### src/rtl/adc_seq_pkg.sv
package adc_seq_pkg;

    typedef enum logic [1:0] {
        MODE_RSVD = 2'b00,
        MODE_POST = 2'b01,
        MODE_PRE  = 2'b10,
        MODE_DUAL = 2'b11
    } trk_mode_e;

    typedef enum logic [2:0] {
        PH_IDLE,
        PH_WINDOW,
        PH_HEAD,
        PH_STEP,
        PH_TAIL
    } seq_phase_e;

    typedef struct packed {
        logic track;
        logic conv;
        logic step;
        logic busy;
        logic done;
    } seq_out_t;

    // Modes that open a timed sampling window after the start request
    function automatic logic has_window(trk_mode_e m);
        return (m == MODE_POST) || (m == MODE_DUAL);
    endfunction

    // Whether the sampling switch is closed while nothing is running
    function automatic logic idle_tracks(trk_mode_e m);
        return m != MODE_POST;
    endfunction

    function automatic logic is_conv_phase(seq_phase_e p);
        return (p == PH_HEAD) || (p == PH_STEP) || (p == PH_TAIL);
    endfunction

endpackage

### src/rtl/trk_window_timer.sv
module trk_window_timer #(
    parameter int CNT_W = 5
) (
    input  logic             clk,
    input  logic             rst,
    input  logic             load,
    input  logic [CNT_W-1:0] value,
    input  logic             run,
    output logic             expired_o
);
    logic [CNT_W-1:0] cnt_q;

    assign expired_o = run && (cnt_q == '0);

    always_ff @(posedge clk) begin
        if (rst) begin
            cnt_q <= '0;
        end else if (load) begin
            cnt_q <= value;
        end else if (run && (cnt_q != '0)) begin
            cnt_q <= cnt_q - 1'b1;
        end
    end
endmodule

### src/rtl/sar_step_gen.sv
module sar_step_gen #(
    parameter int DIV_W = 5,
    parameter int STEPS = 13
) (
    input  logic             clk,
    input  logic             rst,
    input  logic             clr,
    input  logic             run,
    input  logic [DIV_W-1:0] div,
    output logic             step_o,
    output logic             last_o
);
    localparam int IDX_W = (STEPS > 1) ? $clog2(STEPS) : 1;
    localparam logic [IDX_W-1:0] LAST_IDX = IDX_W'(STEPS - 1);

    logic [DIV_W-1:0] dcnt_q;
    logic [IDX_W-1:0] idx_q;

    assign step_o = run && (dcnt_q == '0);
    assign last_o = step_o && (idx_q == LAST_IDX);

    always_ff @(posedge clk) begin
        if (rst) begin
            dcnt_q <= '0;
            idx_q  <= '0;
        end else if (clr) begin
            dcnt_q <= div;
            idx_q  <= '0;
        end else if (run) begin
            if (dcnt_q == '0) begin
                dcnt_q <= div;
                idx_q  <= idx_q + 1'b1;
            end else begin
                dcnt_q <= dcnt_q - 1'b1;
            end
        end
    end
endmodule

### src/rtl/adc_track_seq.sv
module adc_track_seq
    import adc_seq_pkg::*;
#(
    parameter int TRK_W = 4,
    parameter int DIV_W = 5,
    parameter int STEPS = 13
) (
    input  logic             clk,
    input  logic             rst,
    input  logic             start_i,
    input  logic [1:0]       mode_i,
    input  logic [TRK_W-1:0] trk_time_i,
    input  logic [DIV_W-1:0] sar_div_i,
    output logic             track_o,
    output logic             conv_o,
    output logic             step_o,
    output logic             busy_o,
    output logic             done_o
);
    localparam int WIN_W = TRK_W + 1;

    seq_phase_e       ph_q, ph_d;
    trk_mode_e        mode_live;
    logic             accept;
    logic             win_done;
    logic             step_s, last_step;
    logic [DIV_W-1:0] div_q;
    logic [WIN_W-1:0] win_load;
    seq_out_t         out_s;

    assign mode_live = trk_mode_e'(mode_i);
    assign accept    = start_i && (ph_q == PH_IDLE);
    // Window of trk_time+2 cycles: counter runs from trk_time+1 down to 0
    assign win_load  = {1'b0, trk_time_i} + WIN_W'(1);

    always_ff @(posedge clk) begin
        if (rst) begin
            div_q <= '0;
        end else if (accept) begin
            div_q <= sar_div_i;
        end
    end

    trk_window_timer #(.CNT_W(WIN_W)) u_win (
        .clk       (clk),
        .rst       (rst),
        .load      (accept && has_window(mode_live)),
        .value     (win_load),
        .run       (ph_q == PH_WINDOW),
        .expired_o (win_done)
    );

    sar_step_gen #(.DIV_W(DIV_W), .STEPS(STEPS)) u_step (
        .clk    (clk),
        .rst    (rst),
        .clr    (ph_q == PH_HEAD),
        .run    (ph_q == PH_STEP),
        .div    (div_q),
        .step_o (step_s),
        .last_o (last_step)
    );

    always_comb begin
        ph_d = ph_q;
        unique case (ph_q)
            PH_IDLE:   if (accept) ph_d = has_window(mode_live) ? PH_WINDOW : PH_HEAD;
            PH_WINDOW: if (win_done) ph_d = PH_HEAD;
            PH_HEAD:   ph_d = PH_STEP;
            PH_STEP:   if (last_step) ph_d = PH_TAIL;
            PH_TAIL:   ph_d = PH_IDLE;
            default:   ph_d = PH_IDLE;
        endcase
    end

    always_ff @(posedge clk) begin
        if (rst) ph_q <= PH_IDLE;
        else     ph_q <= ph_d;
    end

    always_comb begin
        out_s.track = (ph_q == PH_WINDOW) || ((ph_q == PH_IDLE) && idle_tracks(mode_live));
        out_s.conv  = is_conv_phase(ph_q);
        out_s.step  = step_s;
        out_s.busy  = (ph_q != PH_IDLE);
        out_s.done  = (ph_q == PH_TAIL);
    end

    assign track_o = out_s.track;
    assign conv_o  = out_s.conv;
    assign step_o  = out_s.step;
    assign busy_o  = out_s.busy;
    assign done_o  = out_s.done;
endmodule

### config.mk
export PLATFORM = sky130hd
export DESIGN_NAME = adc_track_seq
export DESIGN_NICKNAME = d
export VERILOG_FILES = /design/src/rtl/adc_seq_pkg.sv /design/src/rtl/trk_window_timer.sv /design/src/rtl/sar_step_gen.sv /design/src/rtl/adc_track_seq.sv
export SDC_FILE = /design/constraint.sdc
export NUM_CORES = 1
export LEC_CHECK = 0
export ABC_AREA = 1
export BUFFER_PORTS_ARGS = -buffer_cell sky130_fd_sc_hd__buf_4
export CORE_UTILIZATION = 50
export CTS_BUF_LIST = sky130_fd_sc_hd__clkbuf_8
export DETAILED_ROUTE_END_ITERATION = 16
export PLACE_DENSITY_LB_ADDON = 0.12
export SLEW_MARGIN = 40
export SYNTH_ARGS = -nofsm -noshare
export SYNTH_HDL_FRONTEND = slang
export SYNTH_SLANG_ARGS = --single-unit
### constraint.sdc
create_clock -name clk -period 2.5 [get_ports clk]
set_input_delay 0.125 -clock clk [delete_from_list [all_inputs] [get_ports clk]]
set_output_delay 0.125 -clock clk [all_outputs]
set_load 0.01 [all_outputs]
Word-level counts from Yosys, hierarchy flattened --
Index checks and enable logic that the tools add are counted.
Cells by class: reduce and logical (&&, ||, !) cells 21, mux-type cells 10, add/subtract/negate cells 4, eq/ne operators 11
Operators with widths (number):
- 5-bit two-way mux | 5
- 3-bit case mux with 4 select lines | 1
- 5-bit logical NOT | 2
- 5-bit by 1-bit subtractor with 5-bit output, second input constant | 2
- 3-bit two-way mux | 3
- 1-bit logical AND | 7
- 3-bit by 2-bit equality test with 1-bit output, second input constant | 2
- 2-bit != test, second input constant | 3
- 4-bit by 1-bit adder with 5-bit output, second input constant | 1
- 5-bit nonzero test | 1
- 4-bit by 1-bit adder with 4-bit output, second input constant | 1
- 4-bit equality test, second input constant | 1
- 1-bit logical OR | 4
- 2-bit nonzero test | 2
- 3-bit by 1-bit equality test with 1-bit output, second input constant | 1
- 3-bit equality test, second input constant | 1
- 3-bit logical NOT | 1
- 3-bit AND reduction | 1
- 3-bit nonzero test | 1
- 2-bit by 1-bit equality test with 1-bit output, second input constant | 1
- 2-bit equality test, second input constant | 1
- 2-bit two-way mux | 1
- 2-bit by 1-bit != test with 1-bit output, second input constant | 1
- 2-bit AND reduction | 1
- 2-bit OR reduction | 1
Storage, ports and cells: input bits 14, logic and storage cells 51, register bits 22, output and inout bits 5

Longest topological paths before layout --
Gate-level depths: netlist of the first run.
depth after elaboration 5, depth in mapped cells 9, depth with buffers taken out 9

Cells and area by module --
From an unflattened synthesis of the first run, not the netlist that was laid out.
Second synthesis, totals: cells, all modules 209, area, all modules 1382.6 um2
By module, submodules not included:
- sar_step_gen | cells an instance 82, seq. area each 180.2 um2, instances 1, area an instance 568.0 um2
- adc_track_seq | cells an instance 72, seq. area each 160.2 um2, instances 1, area an instance 483.0 um2
- trk_window_timer | cells an instance 55, seq. area each 100.1 um2, instances 1, area an instance 331.6 um2

Worst setup path before layout of the first run --
No wires, ideal clock.
path kind reg2reg, start point reg u_step.dcnt_q[0], end point reg u_step.dcnt_q[3], path buffers 0, setup time 0.128 ns, period minus slack after synthesis 1.286 ns, data arrival time 1.158 ns, cell stages (with the launch flop) 10, required time 2.372 ns, slack 1.214 ns, cells stage by stage dfxtp_1 inv_1 ha_1 nand3_4 nand2_2 nand2_1 nand2_1 nor2_1 nor2_1 nor2_1
Between the ends: cells in the longest elaborated chain, start to end 4, elaborated cells on any way between the ends 5, classes of those cells add/sub: 1; mux: 3; reduce/logical: 1
RTL lines:
- start, declared | RTL line sar_step_gen.sv:16 | logic [DIV_W-1:0] dcnt_q;
- start signal, assigned | RTL line sar_step_gen.sv:27 | dcnt_q <= div;
- start signal, assigned | RTL line sar_step_gen.sv:31 | dcnt_q <= div;
- start signal, assigned | RTL line sar_step_gen.sv:34 | dcnt_q <= dcnt_q - 1'b1;
- 5-bit by 1-bit subtractor with 5-bit output or 5-bit logical NOT (tied branches) | RTL line sar_step_gen.sv:34, sar_step_gen.sv:30
- 5-bit two-way mux (*) | RTL line sar_step_gen.sv:30 | if (dcnt_q == '0) begin
- 5-bit two-way mux (*) | RTL line sar_step_gen.sv:29 | end else if (run) begin
- 5-bit two-way mux (*) | RTL line sar_step_gen.sv:26 | end else if (clr) begin
Every way passes the cells marked *; elsewhere a longest branch is shown, timed or not. The select of a mux whose other input is x is not followed. A chain may end at the register's enable or synchronous reset.

Worst setup path in the final report of the first run --
start point reg u_step.dcnt_q[0], end point out step_o
Between the ends: cells in the longest elaborated chain, start to end 2
RTL lines:
- 5-bit logical NOT | RTL line sar_step_gen.sv:19 | assign step_o = run && (dcnt_q == '0);
- 1-bit logical AND | RTL line sar_step_gen.sv:19
- end, declared | RTL line adc_track_seq.sv:16 | output logic step_o,
Every way passes these cells.

==> results of run 1 <==
-- logic make-up (layout without fill, tap and decap cells) --
family                     Yosys count  in the layout  share of synthesized area
and+or+nand+nor                     93             93                      0.367
AOI/OAI and AO/OA                   35             35                      0.143
xor gates and xnor gates             3              3                     0.0201
DFF                                 22             22                      0.336
buffers and inverters               30             51                     0.0860
adders and majority gates            5              5                     0.0478
-- per-stage QoR --
stage                     utilization  hold slack, ns  power (mW)  setup WS (ns)
after CTS                       0.626           0.118        1.61          0.961
after global placement          0.597           0.404        1.25           1.16
after floorplan                     -           0.285        1.10           1.21
after global routing            0.626           0.117        1.75          0.897
final                           0.626           0.121        1.60          0.969
after detailed placement        0.597           0.403        1.27           1.11
-- power by group through the flow --
stage / sequential (mW) / clock (mW) / combinational (mW)
CTS: 0.496 / 0.341 / 0.774
detailed placement: 0.503 / 0 / 0.770
finish: 0.496 / 0.336 / 0.771
global placement: 0.501 / 0 / 0.751
global route: 0.506 / 0.358 / 0.885
floorplan: 0.487 / 0 / 0.610
-- flip-flops by register name, summed over array words and instances, names as in the netlist --
name / cells
u_win.cnt_q: 5
ph_q: 3
u_step.idx_q: 4
div_q: 5
u_step.dcnt_q: 5
-- synthesized netlist by cell type --
master	n	area (um^2)
nand2_1	35	131
nor2_1	24	90.1
inv_1	23	86.3
dfxtp_1	22	440
a21oi_1	14	70.1
nand3_1	13	65.1
o21ai_0	11	55.1
inv_2	6	22.5
ha_1	5	62.6
o21ai_1	5	25.0
nand2_2	4	25.0
nand4_1	3	18.8
xnor2_1	3	26.3
nor2_4	2	22.5
nor3_1	2	10.0
o211ai_1	2	15.0
a211oi_1	1	7.51
a21oi_2	1	8.76
a31oi_1	1	6.26
clkbuf_1	1	3.75
nand2_4	1	11.3
nand3_4	1	17.5
nand3b_1	1	7.51
nand3b_2	1	11.3
nand4_4	1	21.3
nor2_2	1	6.26
nor2_8	1	20.0
nor3_2	1	10.0
or2_1	1	6.26
or2_2	1	6.26
-- area by class of cell --
cell class | instances | area (um^2)
well taps | 30 | 37.5
flip-flops and latches | 22 | 440
clock inverters | 1 | 30.0
repair buffers | 18 | 135
inverters | 29 | 109
clock buffers | 3 | 41.3
multi-input cells | 136 | 757
fillers | 243 | 927
-- worst register-to-register path, cell delays in order, from the launching register on --
cell	delay [ns]
dfxtp_1	0.31
inv_1	0.10
ha_1	0.28
nand3_4	0.15
nand2_2	0.17
nand2_1	0.07
nand2_1	0.06
nor2_1	0.03
nor2_1	0.09
nor2_1	0.04
-- path summary, 6_finish.rpt --
kind                            to             start  cells after the start
setup / recovery            step_o  u_step.dcnt_q[0]                      5
hold / removal      u_win.cnt_q[4]               rst                      2
setup reg to reg  u_step.dcnt_q[3]  u_step.dcnt_q[0]                      9
hold reg to reg           div_q[3]          div_q[3]                      2
-- layer usage --
| layer | part of all wire | vias up |
|---|---|---|
| met5 | 0 | - |
| met4 | 0.015 | 0 |
| met1 | 0.46 | 569 |
| met3 | 0.037 | 4 |
| li1 | - | 650 |
| met2 | 0.48 | 23 |
==> flow_summary.yaml, run 1 <==
outcome:
  status: "complete, no violations"
clock_tree:
  insertion_delay_ns: 0.27
  postCtsResizedCells: 0
  cts.clk_slew.worst_paths_ns: 0.09
  cts_tree: "done"
  postCtsSetupRepairBufs: 0
  clockBufferDepth: 2
  cts_buffers: 3
  cts_sinks: 22
  root_buffer: "clkbuf_8"
  holdBufCountCts: 0
  htreeDepth: 1
worst_setup_path:
  critical_path_arrival_ns: 1.41
  worstSetupPathType: "flip-flop to output pin"
  cpPeakStageDelay_ns: 0.31
  critical_path_required_ns: 2.38
  critical_path.top_delay_family: "flip-flops"
  critPathSlowestCell: "dfxtp_1"
  cp_num_buf_inv: 2
  critical_path.startpoint_type: "flip-flop"
  end_kind: "output pin"
  path_cells: "inv_1 > ha_1 > nand3_4 > nor2_8 > buf_4"
  cp_max_fo: 6
  rrSetupSlack_ns: 1.09
yosys:
  synth_area_um2: 1310
  synth_warnings: 0
  avgSynthCellArea_um2: 6.97
  yosysSeqAreaShare: 0.336
  yosys.cell_types.count: 30
  synth_nets: 207
  ys_seq_elements: 22
  syn-instance-count: 188
timing:
  rsz0062_at_grt: "no"
  tightest_slew_ns: 0.308
  slew_headroom: 0.793
  fin_tns_setup_ns: 0
  slew_viol_final: 0
  min_period_ns: 1.53
  period_share: 0.612
  finalSetupViolCount: 0
  max_freq_mhz: 653
  fin_skew_ns: 0.00562
  final-hold-violation-count: 0
place:
  placedCellCount: 235
  dpl.hpwl_mm: 2.04
  place_area_um2: 1480
  gp_congestion: 0.860
  port_buffers: 18
cells_and_area:
  post-route-cell-area_um2: 1550
  final_cell_mix: "nand2_1, nor2_1, inv_1"
  fin_nets: 229
  drive_gt1_frac: 0.206
  area_delta_synth_final_pct: 18.3
  antennaDiodeCount: 0
  finalNonFillerCells: 239
  final_common_cell: "nand2_1"
power:
  internal-power_uw: 937
  p_comb_frac: 0.481
  p_leak_nw: 0.721
  powerDensity_nw_per_um2: 1030
  power_frac_seq: 0.310
  clockPowerShare: 0.210
  power.share.switching: 0.415
  ir_drop_mv: 0.530
  p_switching_uw: 665
global_routing:
  grt_pass1_vias: 1089
  grt_pass1_wl_mm: 4.51
  gr-usage-met1: 0.261
  grt-busiest-layer: "met2"
  grtUsageTotal: 0.224
  use_met3: 0.0460
  antenna_found_initial: 0
  use_met2: 0.384
  grt_max_degree: 14
  grt_overflow_total: 0
die:
  die_area_um2: 2830
  rows: 18
  start_util: 0.529
  placeableCoreArea_um2: 2480
  chipHeight_um: 53.2
  io_pins: 19
  die_x_um: 53.2
routing:
  drc: 0
  drt_iter0_drc: 29
  wl_mm: 2.73
  avgViaCountPerCell: 5.21
  first_pass_iters: 4
  ant_nets: 0
  vias: 1246
  wl_per_cell_um: 11.4
min_path:
  min_path_type: "input pin to flip-flop"
flow_run:
  drv_cap: 0
Power figures use the tool's default switching activity.
==> run 2: changes to the inputs <==
Settings changed: ABC_AREA 1 to 0.
Clock period 2.5 ns to 1.55 ns, I/O delays scaled along.
==> flow_summary.yaml, run 2 <==
outcome:
  status: "finished, violations left"
  violations: "setup timing"
yosys:
  async_reset_ff_frac: 0
  yosysTopAreaCell: "dfxtp_1"
  synth_area_um2: 1270
  avgSynthCellArea_um2: 8.26
  yosys.cell_types.count: 43
  ys_seq_elements: 22
  synth_nets: 173
  syn-instance-count: 154
  yosysSeqAreaShare: 0.346
  synth_area_leaders: "dfxtp_1, mux2i_1, nor2_1"
  synth.most_common_cell: "dfxtp_1"
  yosys.area.top_type_share: 0.346
  ys.flop_type: "dfxtp_1"
  synth_warnings: 0
  ys_top_cells_by_count: "dfxtp_1, nor2_1, a21oi_1"
  synth_edf_count: 0
worst_setup_path:
  worstSetupPathType: "flip-flop to flip-flop"
  r2r-end: "ph_q[1]"
  worstSetupEndpoint: "ph_q[1]"
  critical_path_required_ns: 1.75
  critical_path.startpoint_type: "flip-flop"
  timing.rr.start: "u_win.cnt_q[0]"
  rrSetupSlack_ns: -0.1
  end_kind: "flip-flop"
  cp_max_fo: 4
  critical_path_arrival_ns: 1.84
  crit_start: "u_win.cnt_q[0]"
  rr_worst_depth: 6
routing:
  drc: 0
  avgViaCountPerCell: 5.68
  drt_iter0_drc: 24
  vias: 1226
  ant_nets: 0
  wl_per_cell_um: 14.6
  first_pass_iters: 4
  wl_mm: 3.15
timing:
  slew_viol_final: 0
  min_period_ns: 1.65
  period_share: 1.06
  hold-worst-slack_ns: 0.0478
  final-hold-violation-count: 0
  rsz0062_at_grt: "yes"
  setup_ws_ns: -0.0968
  tightest_slew_ns: 0.376
  fin_skew_ns: 0.00531
  slew_headroom: 0.749
  finalSetupViolCount: 11
  max_freq_mhz: 607
cells_and_area:
  final_common_cell: "buf_4"
  antennaDiodeCount: 0
  top_regs: "div_q (5), u_step.dcnt_q (5), u_win.cnt_q (5)"
  drive_gt1_frac: 0.399
  area_delta_synth_final_pct: 38.0
  final_cell_mix: "buf_4, nor2_1, dfxtp_1"
  finalNonFillerCells: 216
  fin_nets: 208
min_path:
  min_path_type: "input pin to flip-flop"
power:
  ir_drop_mv: 1.17
  powerDensity_nw_per_um2: 1140
  p_leak_nw: 0.738
die:
  start_util: 0.554
  die_x_um: 52.4
  chipHeight_um: 52.4
  io_pins: 19
  rows: 17
  die_area_um2: 2750
  placeableCoreArea_um2: 2300
place:
  placedCellCount: 206
  gp_congestion: 0.843
  port_buffers: 18
  dpl.hpwl_mm: 2.09
clock_tree:
  root_buffer: "clkbuf_8"
  holdBufCountCts: 0
  clockBufferDepth: 2
  htreeDepth: 1
  cts_tree: "done"
  cts.clk_slew.worst_paths_ns: 0.08
  cts_buffers: 3
  cts_sinks: 22
  insertion_delay_ns: 0.26
global_routing:
  grt_overflow_total: 0
  grt_pass1_wl_mm: 4.91
  grt_max_degree: 25
  grt_pass1_vias: 1131
  grtUsageTotal: 0.245
  antenna_found_initial: 0
flow_run:
  drv_cap: 0
==> run 2: worst max-delay path, stage by stage (launching register included) <==
cell and delay, ns:
dfxtp_2 0.33, inv_2 0.06, ha_4 0.13, or4b_4 0.46, and2_4 0.19, or3_1 0.30
a21oi_1 0.12
==> run 2: cell families (layout without fill, tap and decap cells) <==
logic type / Yosys count / count (layout) / synth area share
AND/OR/NAND/NOR: 67 / 67 / 0.308
XOR/XNOR: 4 / 4 / 0.0275
AO/OA/AOI/OAI: 33 / 33 / 0.160
multiplexers: 8 / 8 / 0.0629
buffers and inverters: 15 / 49 / 0.0462
adder cells (fa/ha/maj): 5 / 5 / 0.0492
flip-flops: 22 / 22 / 0.346
==> run 2: routing by layer <==
metal | global-route usage | vias up | wire, um
met1 | 0.317 | 577 | 1390
met5 | 0 | - | 0
met2 | 0.399 | 29 | 1580
met3 | 0.0667 | 4 | 150
met4 | 0.0658 | 0 | 32
li1 | - | 616 | -
==> run 2: how the worst min path moves through the flow <==
stage	startpoint	cells after the start	endpoint
after global routing	sar_div_i[2]	3	div_q[2]
after global placement	sar_div_i[3]	3	div_q[3]
after CTS	sar_div_i[4]	3	div_q[4]
final	sar_div_i[0]	3	div_q[0]
after detailed placement	sar_div_i[4]	3	div_q[4]
after floorplan	sar_div_i[2]	2	div_q[2]
==> run 2: report_power, final <==
group          internal, mW  switching (mW)
combinational         0.402           0.366
clock                 0.345           0.193
sequential            0.627          0.0698
total                  1.37           0.629
==> run 2: through the flow <==
step                setup WS (ns)  power [mW]  setup TNS (ns)  instance area (um^2)   util
floorplan                 -0.0707        1.13          -0.143                  1320      -
global placement          -0.0527        1.34         -0.0569                  1550  0.676
detailed placement        -0.0920        1.37          -0.263                  1550  0.676
CTS                       -0.0992        1.93          -0.296                  1660  0.721
global route               -0.177        2.12           -1.26                  1760  0.764
finish                    -0.0968        2.00          -0.389                  1760  0.764
==> run 2: cell type report <==
type                    instances  area, um^2
multi-input cells             117         877
flip-flops and latches         22         449
clock buffers                   3        41.3
inverters                       7        26.3
fillers                       172         542
well taps                      28        35.0
repair buffers                 38         297
clock inverters                 1        30.0
==> run 2: timing repair <==
item / in CTS / in global routing
gates resized for setup: 3 / 21
setup buffers: 2 / 4
endpoints found under the setup margin: 9 / 16
pin swaps: 9 / 11
